===== src/rtl/xpt_cfg_pkg.sv =====
`timescale 1ns/1ps
package xpt_cfg_pkg;

  localparam int CODE_W = 4;

  localparam logic [CODE_W-1:0] CODE_DIS_ONE  = 4'b1011;
  localparam logic [CODE_W-1:0] CODE_DIS_ALL  = 4'b1100;
  localparam logic [CODE_W-1:0] CODE_XFER_A   = 4'b1101;
  localparam logic [CODE_W-1:0] CODE_XFER_B   = 4'b1110;
  localparam logic [CODE_W-1:0] CODE_SOFT_LAT = 4'b1111;

  // Single-cycle commands from control to datapath
  typedef struct packed {
    logic shift;   // serial shift of staging chain
    logic route;   // load addressed entry with input number, enable
    logic disOne;  // set disable bit of addressed entry
    logic disAll;  // set all disable bits
    logic xfer;    // copy staging next-state into output rank
  } xptStrobe_t;

endpackage


===== src/rtl/xpt_cfg_ctrl.sv =====
`timescale 1ns/1ps
module xpt_cfg_ctrl
  import xpt_cfg_pkg::*;
#(
  parameter int SYNC_STAGES = 2
) (
  input  logic              clk,
  input  logic              rstN,
  input  logic              serMode,
  input  logic              edgeMode,
  input  logic              wrStrobe,
  input  logic              latchIn,
  input  logic [CODE_W-1:0] code,
  output xptStrobe_t        strb
);

  localparam int TOP = SYNC_STAGES - 1;

  logic [TOP:0] wrSync, latchSync;
  logic         wrPrev, latchPrev;
  logic         wrRise, latchRise, latchHigh;
  logic         parWr, codeXfer, softXfer;

  always_ff @(posedge clk or negedge rstN) begin
    if (!rstN) begin
      wrSync    <= '0;
      latchSync <= '0;
      wrPrev    <= 1'b0;
      latchPrev <= 1'b0;
    end else begin
      wrSync    <= {wrSync[TOP-1:0], wrStrobe};
      latchSync <= {latchSync[TOP-1:0], latchIn};
      wrPrev    <= wrSync[TOP];
      latchPrev <= latchSync[TOP];
    end
  end

  assign latchHigh = latchSync[TOP];
  assign wrRise    = wrSync[TOP] & ~wrPrev;
  assign latchRise = latchHigh & ~latchPrev;

  assign parWr    = wrRise & ~serMode;
  assign codeXfer = parWr & (code >= CODE_DIS_ONE) & (code <= CODE_XFER_B);
  assign softXfer = parWr & (code == CODE_SOFT_LAT) & latchHigh;

  always_comb begin
    strb        = '0;
    strb.shift  = wrRise & serMode;
    strb.route  = parWr & ~code[CODE_W-1];
    strb.disOne = parWr & (code == CODE_DIS_ONE);
    strb.disAll = parWr & (code == CODE_DIS_ALL);
    strb.xfer   = codeXfer | softXfer
                | (edgeMode & latchRise)
                | (~edgeMode & ~latchHigh);
  end

  // an edge-detected write is a single-cycle pulse
  p_wr_pulse_r2: assert property (@(posedge clk) disable iff (!rstN)
    wrRise |=> !wrRise);

  // at most one staging-rank operation per cycle
  p_ops_exclusive_r4: assert property (@(posedge clk) disable iff (!rstN)
    $onehot0({strb.shift, strb.route, strb.disOne, strb.disAll}));

  // soft latch with latch low in edge mode must not transfer
  p_soft_low_r10: assert property (@(posedge clk) disable iff (!rstN)
    (parWr && code == CODE_SOFT_LAT && !latchHigh && edgeMode) |-> !strb.xfer);

endmodule


===== src/rtl/xpt_cfg_datapath.sv =====
`timescale 1ns/1ps
module xpt_cfg_datapath
  import xpt_cfg_pkg::*;
#(
  parameter int NUM_OUT = 8,
  parameter int SEL_W   = 3,
  parameter int ADDR_W  = 3
) (
  input  logic                     clk,
  input  logic                     rstN,
  input  xptStrobe_t               strb,
  input  logic [ADDR_W-1:0]        addr,
  input  logic [CODE_W-1:0]        code,
  input  logic                     serIn,
  output logic                     serOut,
  output logic [NUM_OUT*SEL_W-1:0] selOut,
  output logic [NUM_OUT-1:0]       enOut
);

  localparam int FIELD_W = SEL_W + 1;
  localparam int CHAIN_W = NUM_OUT * FIELD_W;
  localparam logic [FIELD_W-1:0] OFF_ENTRY = {1'b1, {SEL_W{1'b0}}};
  localparam logic [CHAIN_W-1:0] RESET_VAL = {NUM_OUT{OFF_ENTRY}};

  logic [CHAIN_W-1:0] rank1, rank1Next, rank2;
  logic               serOutQ;

  always_comb begin
    rank1Next = rank1;
    if (strb.shift) begin
      rank1Next = {rank1[CHAIN_W-2:0], serIn};
    end else if (strb.route) begin
      rank1Next[int'(addr)*FIELD_W +: FIELD_W] = {1'b0, code[SEL_W-1:0]};
    end else if (strb.disOne) begin
      rank1Next[int'(addr)*FIELD_W + SEL_W] = 1'b1;
    end else if (strb.disAll) begin
      for (int i = 0; i < NUM_OUT; i++) rank1Next[i*FIELD_W + SEL_W] = 1'b1;
    end
  end

  always_ff @(posedge clk or negedge rstN) begin
    if (!rstN) begin
      rank1   <= RESET_VAL;
      rank2   <= RESET_VAL;
      serOutQ <= 1'b0;
    end else begin
      rank1 <= rank1Next;
      if (strb.xfer)  rank2   <= rank1Next;
      if (strb.shift) serOutQ <= rank1[CHAIN_W-1];
    end
  end

  assign serOut = serOutQ;

  for (genvar k = 0; k < NUM_OUT; k++) begin : g_out
    assign selOut[k*SEL_W +: SEL_W] = rank2[k*FIELD_W +: SEL_W];
    assign enOut[k]                 = ~rank2[k*FIELD_W + SEL_W];
  end

  // staging rank holds when no operation is strobed
  p_rank1_hold_r11: assert property (@(posedge clk) disable iff (!rstN)
    !(strb.shift || strb.route || strb.disOne || strb.disAll) |=> $stable(rank1));

  // output rank holds without a transfer
  p_rank2_hold_r5: assert property (@(posedge clk) disable iff (!rstN)
    !strb.xfer |=> $stable(rank2));

  // after a transfer both ranks agree
  p_rank2_copy_r6: assert property (@(posedge clk) disable iff (!rstN)
    strb.xfer |=> (rank2 == rank1));

  // cascade output carries the bit that left the chain
  p_serout_r3: assert property (@(posedge clk) disable iff (!rstN)
    strb.shift |=> (serOutQ == $past(rank1[CHAIN_W-1])));

  // cascade output holds between shifts
  p_serout_hold_r3: assert property (@(posedge clk) disable iff (!rstN)
    !strb.shift |=> $stable(serOutQ));

endmodule


===== src/rtl/xpt_cfg_top.sv =====
`timescale 1ns/1ps
module xpt_cfg_top
  import xpt_cfg_pkg::*;
#(
  parameter int NUM_OUT     = 8,
  parameter int NUM_IN      = 8,
  parameter int SYNC_STAGES = 2,
  parameter int SEL_W       = $clog2(NUM_IN),
  parameter int ADDR_W      = $clog2(NUM_OUT)
) (
  input  logic                     clk,
  input  logic                     rstN,
  input  logic                     serMode,
  input  logic                     edgeMode,
  input  logic                     wrStrobe,
  input  logic                     latchIn,
  input  logic [CODE_W-1:0]        dataIn,
  input  logic [ADDR_W-1:0]        addr,
  output logic                     serOut,
  output logic                     serOutEn,
  output logic [NUM_OUT*SEL_W-1:0] selOut,
  output logic [NUM_OUT-1:0]       enOut
);

  xptStrobe_t strb;

  xpt_cfg_ctrl #(.SYNC_STAGES(SYNC_STAGES)) u_ctrl (
    .clk      (clk),
    .rstN     (rstN),
    .serMode  (serMode),
    .edgeMode (edgeMode),
    .wrStrobe (wrStrobe),
    .latchIn  (latchIn),
    .code     (dataIn),
    .strb     (strb)
  );

  xpt_cfg_datapath #(.NUM_OUT(NUM_OUT), .SEL_W(SEL_W), .ADDR_W(ADDR_W)) u_dp (
    .clk    (clk),
    .rstN   (rstN),
    .strb   (strb),
    .addr   (addr),
    .code   (dataIn),
    .serIn  (dataIn[0]),
    .serOut (serOut),
    .selOut (selOut),
    .enOut  (enOut)
  );

  assign serOutEn = serMode;

endmodule


===== config.mk =====
export PLATFORM = sky130hd
export DESIGN_NAME = xpt_cfg_top
export DESIGN_NICKNAME = d
export VERILOG_FILES = /design/src/rtl/xpt_cfg_pkg.sv /design/src/rtl/xpt_cfg_ctrl.sv /design/src/rtl/xpt_cfg_datapath.sv /design/src/rtl/xpt_cfg_top.sv
export SDC_FILE = /design/constraint.sdc
export NUM_CORES = 1
export LEC_CHECK = 0
export ABC_AREA = 1
export BUFFER_PORTS_ARGS = -buffer_cell sky130_fd_sc_hd__buf_2
export CORE_ASPECT_RATIO = 0.7
export CORE_MARGIN = 3
export CORE_UTILIZATION = 50
export CTS_CLUSTER_SIZE = 30
export DETAILED_ROUTE_END_ITERATION = 8
export MAX_ROUTING_LAYER = met4
export PLACE_DENSITY_LB_ADDON = 0.25
export SLEW_MARGIN = 20
export SYNTH_ARGS = -nofsm -noshare
export SYNTH_HDL_FRONTEND = slang
export SYNTH_SLANG_ARGS = --single-unit

===== constraint.sdc =====
create_clock -name clk -period 2.29 [get_ports clk]
set_input_delay 0.458 -clock clk [delete_from_list [all_inputs] [get_ports clk]]
set_output_delay 0.458 -clock clk [all_outputs]
set_load 0.02 [all_outputs]

==> out/summary.txt, run 1 <==
Worst Path Arrival = 2180 ps
Layout area overhead = 8.64%
GP Congestion = 0.914
Leading area contributor after synthesis = dfrtp_1
Fin crit share = 0.842
Fin Setup TNS = 0 ps
Crit start category = primary input
R2R Setup Slk = 520 ps
WS Path Type = primary input to flop
Final nets = 541
Final Skew = 7.77 ps
Crit path capture type = flop
DRT iter0 DRCs = 210
DRT Wirelength = 8560 um
Worst Setup SP = addr[1]
Die Wd = 112 um
Mapped cell area = 3910 um^2
Max frequency = 518 MHz
Max-cap violations = 0
Register area = 1800 um^2
Leakage = 0.00225 uW
Avg Synthesized Cell Area = 7.88 um^2
Gr ovfl total = 0
Main synth FF type = dfrtp_1
Worst slew margin = 0.632
Synth Register Bits = 71
Total Power = 3730 uW
Root Buffer = clkbuf_8
Clock-pin slew on the worst setup and hold paths = 70 ps
Routed wire per std cell = 13.6 um
Post-CTS setup buffers = 0
First-pass iteration count of the detailed router = 4
Post-synth ARST share = 1.00
Post-synth EDFFs = 0
Sink Count = 71
CTS buffer count = 9
Hold-fix buffer count after cts = 0
Clk buf depth = 2
Multi-input logic area = 1670 um^2
Pwr dens = 877 nW/um^2
Reg2Reg Depth = 8
Drt via density = 5.04
Full die area = 8930 um^2
Vias = 3165
Yosys cell types = 36
# port buffers = 46
Setup violators final = 0
Global-route wire length before repair = 14800 um
Tot GR Track Use = 0.217
Vias in the first global route = 3026
# rows = 26
Die height = 80.0 um
CTS tree = built
Seq/Total Area, Yosys = 0.460
Status = completed
Worst slew pin tran = 552 ps
Initial antenna violation count = 0
Fillers = 714
Synth Warn # = 0
Post-CTS resize count = 0
Period minus WS final = 1930 ps
Synth area leaders = dfrtp_1, nand2_1, dfstp_2
Antenna violation net count after detailed routing = 0
Reg2reg end = u_dp.rank2[3]
Cell area after layout = 4250 um^2
DRC Markers = 0
Pins Over Slew Limit = 0
Net Count, Synth = 512
Clock Latency Late Sink = 360 ps
RR Startpoint = u_ctrl.wrSync[1]
H-tree levels = 3
Starting density of the core = 0.525
WP data required = 2540 ps
Largest net degree at the start of global routing = 72
Most common library cells after synthesis = nand2_1, dfrtp_1, nand3_1
Placed Area = 4080 um^2
Post-Syn Instances = 496
Count leader, synth = nand2_1
Layout cells sized above 1 = 0.253
Final Hold Violating Endpoints = 0
Worst hold-check path type = primary input to async pin
Final HPWL DP = 6120 um
Unrepaired setup endpoints after global routing = false
Maximum vdd ir drop = 544 uV
Synth top area share = 0.352
CP Max Fanout = 10
Core box area = 7450 um^2
# diodes = 0
I/O Pins = 47
registers in the layout (all words and copies together), names as in the netlist:
register          count
u_dp.rank1           32
u_dp.serOut           1
u_ctrl.wrSync         2
u_ctrl.wrPrev         1
u_dp.rank2           32
u_ctrl.latchPrev      1
u_ctrl.latchSync      2
worst max-delay path: stages:
cell	delay, ps
buf_2	150
inv_2	60
ha_1	200
ha_1	480
nand4_2	170
nor2_4	230
nand2_2	120
nand2_1	70
nand3_1	80
and2_1	170
placed cells by master, fill, tap and decap left out, types with 3 or more instances in the layout:
cell	instances
nor2_1	21
or2_2	3
inv_2	8
inv_1	29
nor3_1	7
dfrtp_1	55
ha_1	3
nor2_2	3
a31oi_1	4
o21ai_0	10
o21ai_2	7
o21ai_1	4
or2_1	4
clkbuf_8	10
buf_2	46
clkinv_2	3
nand2_2	9
and2_1	8
nand2_1	193
buf_4	12
nand3_1	47
nand3_2	4
dfstp_2	16
per-stage QoR:
step | std cells | hold slack (ps) | setup slack [ps] | utilization
floorplan | 496 | 162 | 423 | -
global placement | 612 | 335 | 97.9 | 0.548
detailed placement | 612 | 338 | 10.3 | 0.548
CTS | 628 | 128 | 386 | 0.570
global route | 628 | 149 | 211 | 0.570
finish | 628 | 125 | 361 | 0.570
how the worst max path moves through the flow:
| stage | to | slack [ps] |
|---|---|---|
| floorplan | u_dp.rank2[12] | 420 |
| global placement | u_dp.rank1[17] | 100 |
| detailed placement | u_dp.rank1[16] | 10 |
| CTS | u_dp.rank2[16] | 390 |
| global route | u_dp.rank2[10] | 210 |
| finish | u_dp.rank1[17] | 360 |
per-layer routing:
| metal | wire length [um] | track usage | up-vias |
|---|---|---|---|
| met4 | 125 | 0.0778 | 0 |
| met5 | 0 | - | - |
| met2 | 3500 | 0.295 | 76 |
| met3 | 470 | 0.0545 | 13 |
| met1 | 4460 | 0.314 | 1480 |
| li1 | - | - | 1596 |
cells by family (layout without fill, tap and decap cells):
logic type,count (synthesis),after routing,share of synthesized area
and+or+nand+nor,311,311,0.367
DFF,71,71,0.460
adders and majority gates,3,3,0.00960
buffers and inverters,80,114,0.114
AOI/OAI and AO/OA,31,31,0.0503
cell type report:
class | instances | area share
flip-flops and latches | 71 | 0.423
multi-input cells | 345 | 0.393
repair buffers | 59 | 0.0801
inverters | 39 | 0.0357
clock buffers | 12 | 0.0342
well taps | 98 | 0.0289
clock inverters | 4 | 0.00530
where the power goes:
group | internal, uW | switching [uW]
logic | 379 | 691
clock network | 418 | 470
registers | 1600 | 164
No activity file was read; power rests on OpenSTA's default activity.
==> run 2, diff against run 1 <==
clock period = 2 ns   (was 2.29 ns; I/O delays follow)
==> out/summary.txt, run 2 (synthesis gave the netlist of run 1 again) <==
Status = completed
Vias = 3171
CP Max Fanout = 10
Die Wd = 112 um
Clock-pin slew on the worst setup and hold paths = 80 ps
H-tree levels = 3
DRT iter0 DRCs = 166
# rows = 26
# port buffers = 46
Gr ovfl total = 0
Final nets = 560
CTS tree = built
DRT Wirelength = 8800 um
Core box area = 7450 um^2
Tot GR Track Use = 0.221
Routed wire per std cell = 13.6 um
Die height = 80.0 um
Hold-fix buffer count after cts = 0
Worst hold-check path type = primary input to async pin
Period minus WS final = 1800 ps
Final non-filler cell total = 647
R2R Setup Slk = 340 ps
Clock Latency Late Sink = 350 ps
Layout area overhead = 12.8%
Crit start category = primary input
Inst Count DP = 631
Regs by FF count = u_dp.rank1 (32), u_dp.rank2 (32)
Max frequency = 554 MHz
Global-route wire length before repair = 15100 um
Pins Over Slew Limit = 0
Sink Count = 71
Initial antenna violation count = 0
CP max stage cell = ha_1
WP data required = 2240 ps
Max-cap violations = 0
Antenna violation net count after detailed routing = 0
GP Congestion = 0.901
CP cell instances = buf_2, inv_2, ha_1, ha_1, nand4_2, nor2_4, nand2_2, nand2_1, nand3_1, nand3_1, nand2_1
Final Hold Violating Endpoints = 0
Full die area = 8930 um^2
Final Skew = 7.98 ps
Layout cells sized above 1 = 0.281
CTS buffer count = 9
Starting density of the core = 0.525
Cell area after layout = 4410 um^2
Worst Setup SP = addr[0]
Worst slew margin = 0.712
Crit path capture type = flop
Placed Area = 4230 um^2
Worst slew pin tran = 427 ps
Maximum vdd ir drop = 665 uV
Biggest cell delay along the critical path = 460 ps
Reg2reg end = u_dp.rank2[15]
Worst Path Arrival = 2050 ps
# diodes = 0
Post-CTS resize count = 0
Root Buffer = clkbuf_8
Post-CTS setup buffers = 0
Unrepaired setup endpoints after global routing = false
Reg2Reg Depth = 7
RR Startpoint = u_ctrl.wrSync[1]
Clk buf depth = 2
Commonest non-fill, non-tap cells in the layout = nand2_1, dfrtp_1, nand3_1, buf_2, buf_4
Vias in the first global route = 3079
Leakage = 0.00235 uW
Largest net degree at the start of global routing = 72
WS Path Type = primary input to flop
Commonest non-fill, non-tap cell in the layout = nand2_1
I/O Pins = 47
DRC Markers = 0
First-pass iteration count of the detailed router = 4
Worst Setup EP = u_dp.rank2[16]
Pwr dens = 978 nW/um^2
Final HPWL DP = 6520 um
Setup violators final = 0
Fin crit share = 0.902
Drt via density = 4.90
run 2: power by group:
| part | leakage (uW) | internal [uW] | switching, uW |
|---|---|---|---|
| clock network | 0.0000853 | 481 | 540 |
| registers | 0.000841 | 1840 | 188 |
| logic | 0.00142 | 467 | 801 |
run 2: cell type report:
class / count / area (um^2)
inverters: 39 / 151
repair buffers: 78 / 495
clock inverters: 5 / 33.8
flip-flops and latches: 71 / 1800
well taps: 98 / 123
multi-input cells: 345 / 1670
clock buffers: 11 / 141
fillers: 685 / 3040
run 2: how the worst min path moves through the flow:
stage / from / to / slack [ps]
2_1_floorplan: rstN / u_ctrl.latchPrev / 100
3_3_place_gp: u_ctrl.wrSync[0] / u_ctrl.wrSync[1] / 330
3_5_place_dp: u_ctrl.wrSync[0] / u_ctrl.wrSync[1] / 340
4_1_cts: rstN / u_dp.rank2[5] / 70
5_1_grt: rstN / u_dp.rank2[5] / 80
6_report: rstN / u_dp.rank2[5] / 70
run 2: metrics by stage:
stage,hold slack (ps),setup slack (ps),util,setup TNS [ps],total power (uW)
2_1_floorplan,104,191,-,0,3060
3_3_place_gp,333,-94.3,0.568,-1930,3290
3_5_place_dp,340,-159,0.568,-2930,3320
4_1_cts,69.8,220,0.592,0,4380
5_1_grt,82.2,60.8,0.592,0,4620
6_report,67.9,196,0.592,0,4310
run 2: routing by layer:
layer	vias up	wire length, um	GRT usage
li1	1631	-	-
met1	1456	4530	0.310
met2	76	3780	0.318
met3	8	414	0.0470
met4	0	78	0.0765
met5	-	0	-
run 2: worst max-delay path, delay by kind of cell:
| kind | cells | cell delay (ps) |
|---|---|---|
| fa+ha+maj | 2 | 670 |
| simple gates | 7 | 810 |
| buf+inv | 2 | 150 |
